[src/rtl/pinmux_pkg.sv]
package pinmux_pkg;
  typedef enum logic [1:0] {
    FN_GPIO = 2'b00,
    FN_A    = 2'b01,
    FN_B    = 2'b10,
    FN_C    = 2'b11
  } fn_e;

  localparam int REG_AW = 2;
  localparam logic [REG_AW-1:0] ADR_SEL_A = 2'd0;
  localparam logic [REG_AW-1:0] ADR_SEL_B = 2'd1;
  localparam logic [REG_AW-1:0] ADR_SLEEP = 2'd2;
endpackage

[src/rtl/pinmux_regs.sv]
module pinmux_regs
  import pinmux_pkg::*;
#(
  parameter int NPIN = 32
) (
  input  logic              clk,
  input  logic              rst_n,
  input  logic              reg_wr,
  input  logic [REG_AW-1:0] reg_addr,
  input  logic [NPIN-1:0]   reg_wdata,
  output logic [NPIN-1:0]   reg_rdata,
  output logic [NPIN-1:0]   sel_a,
  output logic [NPIN-1:0]   sel_b,
  output logic [NPIN-1:0]   slp
);
  always_ff @(posedge clk or negedge rst_n) begin
    if (!rst_n) begin
      sel_a <= '0;
      sel_b <= '0;
      slp   <= '1;
    end else if (reg_wr) begin
      case (reg_addr)
        ADR_SEL_A: sel_a <= reg_wdata;
        ADR_SEL_B: sel_b <= reg_wdata;
        ADR_SLEEP: slp   <= reg_wdata;
        default:   ;
      endcase
    end
  end

  always_comb begin
    case (reg_addr)
      ADR_SEL_A: reg_rdata = sel_a;
      ADR_SEL_B: reg_rdata = sel_b;
      ADR_SLEEP: reg_rdata = slp;
      default:   reg_rdata = '0;
    endcase
  end
endmodule

[src/rtl/pinmux_force.sv]
module pinmux_force
  import pinmux_pkg::*;
#(
  parameter int NPIN = 32
) (
  input  logic                 sleep_force,
  input  logic [NPIN-1:0]      sel_a,
  input  logic [NPIN-1:0]      sel_b,
  input  logic [NPIN-1:0]      slp,
  output logic [NPIN-1:0][1:0] eff_fn,
  output logic [NPIN-1:0]      wake_en
);
  logic [NPIN-1:0] forced;

  assign forced  = {NPIN{sleep_force}} & ~slp;
  assign wake_en = forced;

  for (genvar i = 0; i < NPIN; i++) begin : g_fn
    assign eff_fn[i] = forced[i] ? FN_GPIO : {sel_b[i], sel_a[i]};
  end
endmodule

[src/rtl/pinmux_pin.sv]
module pinmux_pin
  import pinmux_pkg::*;
(
  input  logic [1:0] fn,
  input  logic [3:0] src_out,
  input  logic [3:0] src_oe,
  output logic       pad_out,
  output logic       pad_oe
);
  always_comb begin
    case (fn_e'(fn))
      FN_A:    begin pad_out = src_out[1]; pad_oe = src_oe[1]; end
      FN_B:    begin pad_out = src_out[2]; pad_oe = src_oe[2]; end
      FN_C:    begin pad_out = src_out[3]; pad_oe = src_oe[3]; end
      default: begin pad_out = src_out[0]; pad_oe = src_oe[0]; end
    endcase
  end
endmodule

[src/rtl/pinmux_sleep_force.sv]
module pinmux_sleep_force
  import pinmux_pkg::*;
#(
  parameter int NPIN = 32
) (
  input  logic              clk,
  input  logic              rst_n,
  input  logic              reg_wr,
  input  logic [REG_AW-1:0] reg_addr,
  input  logic [NPIN-1:0]   reg_wdata,
  output logic [NPIN-1:0]   reg_rdata,
  input  logic              sleep_force,
  input  logic [NPIN-1:0]   gpio_out,
  input  logic [NPIN-1:0]   gpio_oe,
  input  logic [NPIN-1:0]   fa_out,
  input  logic [NPIN-1:0]   fa_oe,
  input  logic [NPIN-1:0]   fb_out,
  input  logic [NPIN-1:0]   fb_oe,
  input  logic [NPIN-1:0]   fc_out,
  input  logic [NPIN-1:0]   fc_oe,
  output logic [NPIN-1:0]   pad_out,
  output logic [NPIN-1:0]   pad_oe,
  output logic [NPIN-1:0]   wake_en
);
  logic [NPIN-1:0]      sel_a_q;
  logic [NPIN-1:0]      sel_b_q;
  logic [NPIN-1:0]      slp_q;
  logic [NPIN-1:0][1:0] eff_fn;

  pinmux_regs #(.NPIN(NPIN)) u_regs (
    .clk       (clk),
    .rst_n     (rst_n),
    .reg_wr    (reg_wr),
    .reg_addr  (reg_addr),
    .reg_wdata (reg_wdata),
    .reg_rdata (reg_rdata),
    .sel_a     (sel_a_q),
    .sel_b     (sel_b_q),
    .slp       (slp_q)
  );

  pinmux_force #(.NPIN(NPIN)) u_force (
    .sleep_force (sleep_force),
    .sel_a       (sel_a_q),
    .sel_b       (sel_b_q),
    .slp         (slp_q),
    .eff_fn      (eff_fn),
    .wake_en     (wake_en)
  );

  for (genvar i = 0; i < NPIN; i++) begin : g_pin
    pinmux_pin u_pin (
      .fn      (eff_fn[i]),
      .src_out ({fc_out[i], fb_out[i], fa_out[i], gpio_out[i]}),
      .src_oe  ({fc_oe[i],  fb_oe[i],  fa_oe[i],  gpio_oe[i]}),
      .pad_out (pad_out[i]),
      .pad_oe  (pad_oe[i])
    );
  end
endmodule

[config.mk]
export PLATFORM = sky130hd
export DESIGN_NAME = pinmux_sleep_force
export DESIGN_NICKNAME = d
export VERILOG_FILES = /design/src/rtl/pinmux_pkg.sv /design/src/rtl/pinmux_regs.sv /design/src/rtl/pinmux_force.sv /design/src/rtl/pinmux_pin.sv /design/src/rtl/pinmux_sleep_force.sv
export SDC_FILE = /design/constraint.sdc
export NUM_CORES = 1
export LEC_CHECK = 0
export BUFFER_PORTS_ARGS = -buffer_cell sky130_fd_sc_hd__buf_2
export CORE_AREA = 2 2 164 166
export CTS_CLUSTER_SIZE = 14
export DETAILED_ROUTE_END_ITERATION = 8
export DIE_AREA = 0 0 166 168
export GPL_TIMING_DRIVEN = 0
export PLACE_DENSITY = 0.69
export SYNTH_ARGS = -nofsm -noshare
export SYNTH_HDL_FRONTEND = slang
export SYNTH_SLANG_ARGS = --single-unit
[constraint.sdc]
create_clock -name clk -period 2 [get_ports clk]
set_input_delay 0.4 -clock clk [delete_from_list [all_inputs] [get_ports clk]]
set_output_delay 0.4 -clock clk [all_outputs]
set_load 0.01 [all_outputs]
# ---- Word level (Yosys, flattened, before mapping)
# Index checks and enable logic that the tools add are counted.
dict set report word_totals {
  reg_bits 96
  latchBits 0
  ram_bits 0
  rom_bits 0
  in_bits 294
  out_inout_bits 128
  word_cells 204
  memories 0
}
dict set report classes {
  add_sub_neg 0
  n_mul 0
  div_mod_pow 0
  n_lt_le_gt_ge 0
  n_eq_ne 98
  shift 0
  muxes 97
  bitwise 2
  n_reduce_logical 4
}
# op n
set ops {}
lappend ops {{1-bit one-hot mux with 3 select lines} 64}
lappend ops {{2-bit equality test, second input constant} 65}
lappend ops {{32-bit one-hot mux with 3 select lines} 1}
lappend ops {{2-bit by 1-bit equality test with 1-bit output, second input constant} 33}
lappend ops {{2-bit two-way mux} 32}
lappend ops {{32-bit bitwise AND} 1}
lappend ops {{32-bit NOT} 1}
lappend ops {{2-bit AND reduction} 3}
lappend ops {{2-bit zero test} 1}

# ---- Longest topological paths before layout
# Gate-level depths: netlist (run 1).
dict set report logic_depth {
  word_depth 5
  depth_mapped 8
  mapped_depth_nobuf 4
}

# ---- Cells and area by module
# From an unflattened synthesis (run 1), not the netlist that was laid out.
dict set report hier_totals {
  cells_unflattened 476
  area_unflattened_um2 6727.7
}
# module n_inst cells_per_inst area_each_um2
set by_module_without_submodules {}
lappend by_module_without_submodules {pinmux_regs 1 281 4310.4}
lappend by_module_without_submodules {pinmux_pin 32 2 52.6}
lappend by_module_without_submodules {pinmux_force 1 131 735.7}

# ---- Worst setup path before layout (run 1)
# OpenSTA, ideal clock, no wires.
dict set report synth_path {
  path_kind {input to output}
  startpoint {input sleep_force}
  endpoint {output pad_oe[25]}
  t_arrival_ps 1495
  setup_slack_ps 105
  path_stages 8
  n_path_buf 4
  cell_sequence {buf_4 > buf_6 > buf_6 > nand2b_4 > inv_1 > o22ai_1 > a221oi_1 > buf_4}
}
dict set report synth_between {
  elab_chain_cells 4
  word_cells_on_any_way 6
  cone_classes {eq/ne (3); mux (2); bitwise (1)}
}
# item line
set synth_rtl {}
lappend synth_rtl {{from (decl)} pinmux_sleep_force.sv:12} ;# input logic sleep_force,
lappend synth_rtl {{32-bit bitwise AND (*)} pinmux_force.sv:15} ;# assign forced = {NPIN{sleep_force}} & ~slp;
lappend synth_rtl {{named net wake_en[25]} pinmux_sleep_force.sv:23} ;# output logic [NPIN-1:0] wake_en
lappend synth_rtl {{2-bit two-way mux (*)} pinmux_force.sv:19} ;# assign eff_fn[i] = forced[i] ? FN_GPIO : {sel_b[i], sel_a[i]};
lappend synth_rtl {{2-bit equality test / 2-bit by 1-bit equality test with 1-bit output (equally long branches)} pinmux_pin.sv:11} ;# case (fn_e'(fn))
lappend synth_rtl {{1-bit one-hot mux with 3 select lines (*)} pinmux_pin.sv:11}
lappend synth_rtl {{to (decl)} pinmux_sleep_force.sv:22} ;# output logic [NPIN-1:0] pad_oe,
# Mark *: on every way through the listed nets, which the timed path passes. The rest lies on a longest branch.

# ---- Worst setup path in the final report (run 1)
dict set report layout_path {
  startpoint {register u_regs.sel_a[15]}
  endpoint {output pad_out[15]}
}
dict set report layout_between {
  elab_chain_cells 3
  word_cells_on_any_way 5
  cone_classes {eq/ne (3); mux (2)}
}
# item line
set layout_rtl {}
lappend layout_rtl {{from (decl)} pinmux_regs.sv:12} ;# output logic [NPIN-1:0] sel_a,
lappend layout_rtl {{from (signal assigned)} pinmux_regs.sv:23} ;# ADR_SEL_A: sel_a <= reg_wdata;
lappend layout_rtl {{2-bit two-way mux (*)} pinmux_force.sv:19}
lappend layout_rtl {{2-bit equality test / 2-bit by 1-bit equality test with 1-bit output (equally long branches)} pinmux_pin.sv:11}
lappend layout_rtl {{1-bit one-hot mux with 3 select lines (*)} pinmux_pin.sv:11}
lappend layout_rtl {{to (decl)} pinmux_sleep_force.sv:21} ;# output logic [NPIN-1:0] pad_out,
# Every way passes the cells marked *; elsewhere a longest branch is shown, timed or not.

==> impl_metrics.csv, run 1 <==
group,metric,value,unit
clock_network,cts_max_path_buffers,2,
grt,gr-usage-all-layers,0.212,
power,vdd_drop_max,0.391,mV
power,cellLeakagePower,6.42,nW
logic_synthesis,netlist_instances,947,
clock_network,h-tree-depth,3,
logic_synthesis,synth.yosys.warnings,0,
sta,skew,0,ns
route,ant_nets,0,
logic_synthesis,synth_area_leaders,"dfrtp_1, mux2i_1, dfstp_2",
logic_synthesis,synth-adder-area-share,0,
grt,grt_pass1_vias,8939,
sta,maxSlewViolCount,0,
logic_synthesis,avgSynthCellArea,8.93,um2
job,drv_cap,0,
cells_and_area,mostFrequentLayoutCells,"buf_2, buf_4, mux2i_1",
logic_synthesis,yosys.area.top_type,"dfrtp_1",
logic_synthesis,synth_xor_area_frac,0,
clock_network,clk_pin_slew,0.07,ns
die,coreArea,26400,um2
route,drt-pass1-iter-count,5,
setup_path,path_delay_family,"compound AO/OA/AOI/OAI gates",
logic_synthesis,synth_simple_gate_area_frac,0.146,
sta,fin_ws,-0.0217,ns
sta,tightest_slew,0.667,ns
clock_network,clock_latency,0.35,ns
logic_synthesis,synth_top_area_share,0.189,
die,ios,422,
logic_synthesis,synth-seq-area-share,0.289,
grt,grt_overflow,0,
cells_and_area,syn_to_final_growth,48.0,%
route,wl,31000,um
die,die-area,27900,um2
logic_synthesis,synth.mux.area_fraction,0.251,
setup_path,critPathBufInv,2,
sta,max_slew_margin,0.555,
setup_path,worst_ep_arrival_time,1.62,ns
placed_design,hpwl,23100,um
logic_synthesis,ys_seq_elements,96,
die,start_util,0.321,
clock_network,clock-sinks,96,
route,via_count,8877,
setup_path,startpoint_type,"register",
setup_path,crit_path_cell_trace,"mux2i_1 > a22o_1 > a221oi_2 > buf_4 > buf_6",
setup_path,worst_ep_required_time,1.60,ns
sta,finalHoldViolCount,0,
logic_synthesis,synth_compound_area_frac,0.176,
power,p_per_area,762,nW/um2
logic_synthesis,syn-cell-area,8450,um2
route,route.detailed.wl_per_inst,17.9,um
cells_and_area,fillers,2520,
logic_synthesis,syn-num-nets,1241,
grt,grt_pass1_wl,47300,um
logic_synthesis,ys_types,40,
sta,max_freq,495,MHz
die,rows,60,
sta,period_needed,2.02,ns
sta,rsz0062_at_grt,"true",
run_status,status,"finished with violations",
power,finalPower,0.00954,W
run_status,failed_checks,"setup timing",
setup_path,worstPathMaxFanout,4,
clock_network,cts_tree,"yes",
die,fp.dieH,168,um
grt,antenna_found_initial,3,
worst_hold_path,hold_class,"input pin to async pin",
cells_and_area,final_common_cell,"buf_2",
clock_network,clockRootBuffer,"clkbuf_16",
route,viasPerCell,5.13,
clock_network,cts_inserted_buffers,9,
setup_path,cp-end-kind,"primary output",
sta,setup_viol,1,
route,drt_iter0_markers,331,
setup_path,slowest_delay,0.43,ns
cells_and_area,nNetsFinal,1679,
sta,fin_crit_sh,1.01,
logic_synthesis,synth_top_family_by_area,"multiplexers",
setup_path,r2r_slack,0.93,ns
clock_network,ctsHoldBuffers,0,
setup_path,critPathKind,"register to primary output",
grt,grt_max_degree,50,
die,die_w,166,um
sta,fin_tns_setup,-0.0217,ns
placed_design,io_buffers,419,
cells_and_area,drive_above_1_share,0.614,
route,drc,0,
setup_path,cp_slowest_cell,"dfrtp_2",
placed_design,gp_congestion,0.889,
-- sequential cells by signal, indices dropped and copies added (netlist names) --
name,count
u_regs.sel_a,32
u_regs.sel_b,32
u_regs.slp,32
-- where the power goes --
group | internal, W | switching (W)
registers | 0.00242 | 0.000543
logic | 0.00276 | 0.00203
clock network | 0.00101 | 0.000775
total | 0.00619 | 0.00335
-- worst paths after layout --
| kind | endpoint | cells past startpoint | start |
|---|---|---|---|
| max | pad_out[15] | 5 | u_regs.sel_a[15]$_DFFE_PN0P_ |
| min | u_regs.sel_b[20]$_DFFE_PN0P_ | 1 | rst_n |
| min in group clk | u_regs.sel_a[17]$_DFFE_PN0P_ | 3 | reg_wdata[17] |
| max reg2reg | u_regs.sel_a[18]$_DFFE_PN0P_ | 3 | u_regs.sel_a[18]$_DFFE_PN0P_ |
| min reg2reg | u_regs.sel_a[22]$_DFFE_PN0P_ | 1 | u_regs.sel_a[22]$_DFFE_PN0P_ |
| max in group asynchronous | u_regs.slp[5]$_DFFE_PN1P_ | 2 | rst_n |
-- cell type report --
| class | instances | area (um2) | share of cell area |
|---|---|---|---|
| buffer | 29 | 278 | 0.0222 |
| clock buffer | 12 | 246 | 0.0197 |
| clock inverter | 4 | 53.8 | 0.00430 |
| sequential | 96 | 2480 | 0.198 |
| tap | 341 | 427 | 0.0341 |
| multi-input combinational | 626 | 5360 | 0.428 |
| antenna | 1 | 2.50 | 0.000200 |
| inverter | 81 | 304 | 0.0243 |
| timing repair buffer | 542 | 3360 | 0.268 |
-- cell usage after synthesis --
master / n
nand4_1: 2
nand3_1: 26
dfrtp_1: 64
a221oi_1: 13
nor2b_1: 17
a211o_1: 16
mux2i_1: 96
nand2_1: 59
clkbuf_2: 8
a221oi_2: 1
nor2_1: 52
buf_4: 68
buf_1: 2
buf_6: 6
nor3_1: 4
inv_1: 79
a222oi_1: 2
mux2_2: 60
nand2b_2: 2
and3b_1: 3
nand2b_4: 3
a22o_1: 17
buf_2: 13
nand3b_1: 1
clkbuf_1: 47
dfstp_2: 32
inv_2: 2
a221o_1: 2
mux2_4: 30
a31oi_1: 30
nand2b_1: 51
nor3b_1: 17
nand2_2: 1
mux2_1: 3
o221a_2: 24
a22oi_1: 16
o221ai_1: 5
o211ai_1: 2
o22ai_1: 30
o21ai_0: 41
-- metal layers --
layer	vias up	wire length, um	global-route usage
met3	63	1880	0.0418
met5	-	27	0
li1	4183	-	-
met2	362	15200	0.378
met1	4265	12900	0.253
met4	4	956	0.0764
-- logic make-up after synthesis --
group	after synthesis
buffers and inverters	225
DFF	96
and+or+nand+nor	238
muxes	189
AOI/OAI and AO/OA	199
-- metrics by stage --
step | worst slack [ns] | util | cells | hold slack (ns) | instance area, um2
floorplan | 0.105 | - | 947 | 0.104 | 8450
global placement | -0.519 | 0.417 | 1707 | 0.583 | 11000
detailed placement | -0.513 | 0.418 | 1708 | 0.461 | 11000
CTS | -0.0446 | 0.464 | 1730 | 0.0773 | 12200
global route | -0.0890 | 0.475 | 1732 | 0.115 | 12500
finish | -0.0217 | 0.475 | 1732 | 0.0730 | 12500
-- what timing repair did --
action	in CTS	in global routing
setup endpoints to repair	94	70
pin swaps	73	64
gates resized for setup	165	63
setup buffers	104	19
gates cloned	1	0
Power figures use the tool's default switching activity.
==> inputs of run 2 (changes only) <==
- SKIP_LAST_GASP: not set -> 1
==> impl_metrics.csv, run 2 (same netlist as run 1, synthesis figures left out) <==
group,metric,value,unit
sta,max_slew_margin,0.554,
cells_and_area,seqCellArea,2480,um2
setup_path,slowest_delay,0.43,ns
cells_and_area,nNetsFinal,1677,
cells_and_area,drive_above_1_share,0.615,
placed_design,hpwl,23100,um
cells_and_area,reg.largest.list,"u_regs.sel_a (32), u_regs.sel_b (32), u_regs.slp (32)",
setup_path,critPathBufInv,2,
route,drc,0,
setup_path,worst_ep_required_time,1.60,ns
route,drt-pass1-iter-count,4,
die,coreArea,26400,um2
grt,grt_pass1_wl,47300,um
placed_design,io_buffers,419,
power,finalPower,0.00955,W
cells_and_area,fillers,2522,
route,top_layer,"met5",
sta,fin_ws,-0.0214,ns
die,start_util,0.321,
grt,gr-usage-all-layers,0.212,
cells_and_area,postLayoutCellArea,12500,um2
sta,fin_crit_sh,1.01,
worst_hold_path,hold_class,"input pin to async pin",
die,ios,422,
die,die-area,27900,um2
sta,maxSlewViolCount,0,
setup_path,r2r_start,"u_regs.sel_a[18]$_DFFE_PN0P_",
run_status,status,"finished with violations",
cells_and_area,mostFrequentLayoutCells,"buf_2, buf_4, mux2i_1",
die,fp.dieH,168,um
route,wl_met1,12900,um
clock_network,clock_latency,0.35,ns
power,p_per_area,764,nW/um2
route,viasPerCell,5.14,
setup_path,crit_path_start,"u_regs.sel_a[15]$_DFFE_PN0P_",
setup_path,cp-end-kind,"primary output",
clock_network,cts_inserted_buffers,9,
cells_and_area,final_common_cell,"buf_2",
clock_network,clockRootBuffer,"clkbuf_16",
placed_design,gp_congestion,0.889,
setup_path,cp_slowest_cell,"dfrtp_2",
placed_design,pre_cts_ws,-0.513,ns
sta,tightest_slew,0.668,ns
route,drt_iter0_markers,384,
power,cellLeakagePower,6.41,nW
clock_network,h-tree-depth,3,
sta,skew,0,ns
setup_path,startpoint_type,"register",
setup_path,critPathKind,"register to primary output",
setup_path,r2r_slack,0.93,ns
run_status,failed_checks,"setup timing",
grt,grt_max_degree,50,
power,vdd_drop_max,0.389,mV
cells_and_area,multiInputGateArea,5370,um2
route,route.detailed.wl_per_inst,18.0,um
sta,setup_viol,1,
clock_network,cts_max_path_buffers,2,
setup_path,crit_path_cell_trace,"mux2i_1 > a22o_1 > a221oi_2 > buf_4 > buf_6",
clock_network,ctsHoldBuffers,0,
placed_design,dpl.cell_count,1708,
placed_design,dpl_cell_area,11000,um2
grt,antenna_found_initial,3,
setup_path,worstPathMaxFanout,4,
die,rows,60,
cells_and_area,syn_to_final_growth,47.9,%
die,die_w,166,um
sta,finalHoldViolCount,0,
route,wl,31200,um
route,met2_length,15300,um
grt,grt_pass1_vias,8933,
clock_network,clock-sinks,96,
grt,grt_overflow,0,
sta,max_freq,495,MHz
route,wl_met3,1920,um
job,drv_cap,0,
setup_path,worst_ep_arrival_time,1.62,ns
route,via_count,8904,
cells_and_area,final_util,0.474,
setup_path,path_delay_family,"compound AO/OA/AOI/OAI gates",
clock_network,cts_tree,"yes",
clock_network,clk_pin_slew,0.07,ns
sta,rsz0062_at_grt,"true",
cells_and_area,stdcell_count,1731,
route,ant_nets,0,
sta,period_needed,2.02,ns
## run 2: cell count changes in the layout (fill, tap and decap cells not counted)
cell | before | now
mux2_2 | 59 | 58
and3b_2 | 0 | 1
and3b_1 | 3 | 2
buf_4 | 117 | 118
buf_6 | 51 | 49
clkbuf_4 | 2 | 1
diode_2 | 1 | 2
mux2_4 | 31 | 32
## run 2: path summary, 6_finish.rpt
path | to | cells after the start
max in group asynchronous | u_regs.slp[5]$_DFFE_PN1P_ | 2
worst min-delay path | u_regs.sel_b[20]$_DFFE_PN0P_ | 1
worst min register to register | u_regs.sel_a[23]$_DFFE_PN0P_ | 1
worst max-delay path | pad_out[15] | 5
worst max register to register | u_regs.sel_a[18]$_DFFE_PN0P_ | 3
min in group clk | u_regs.sel_a[17]$_DFFE_PN0P_ | 3
## run 2: repair_timing
action	4_1_cts	5_1_grt
setup buffers	104	19
pin swaps	73	65
hold endpoints to repair	0	0
setup endpoints to repair	94	70
resized for setup	162	65
cloned	1	0
## run 2: cell type report
cell class	instances	area share
repair buffers	542	0.268
clock inverters	4	0.00430
diodes	2	0.000400
multi-input cells	626	0.429
flip-flops and latches	96	0.199
inverters	81	0.0243
well taps	341	0.0341
clock buffers	12	0.0197
plain buffers	27	0.0207
## run 2: metrics by stage
step,TNS (ns),hold slack [ns]
2_1_floorplan,0,0.104
3_3_place_gp,-41.78,0.583
3_5_place_dp,-18.50,0.461
4_1_cts,-0.228,0.0773
5_1_grt,-0.619,0.115
6_report,-0.0214,0.0718
## run 2: layer usage
| layer | up-vias | track usage |
|---|---|---|
| met5 | - | 0 |
| met4 | 4 | 0.0771 |
| met3 | 61 | 0.0418 |
| met1 | 4301 | 0.253 |
| li1 | 4174 | - |
| met2 | 364 | 0.378 |
## run 2: power by group
group	switching (W)	internal (W)
Combinational	0.00203	0.00275
Sequential	0.000547	0.00243
Clock	0.000783	0.00101
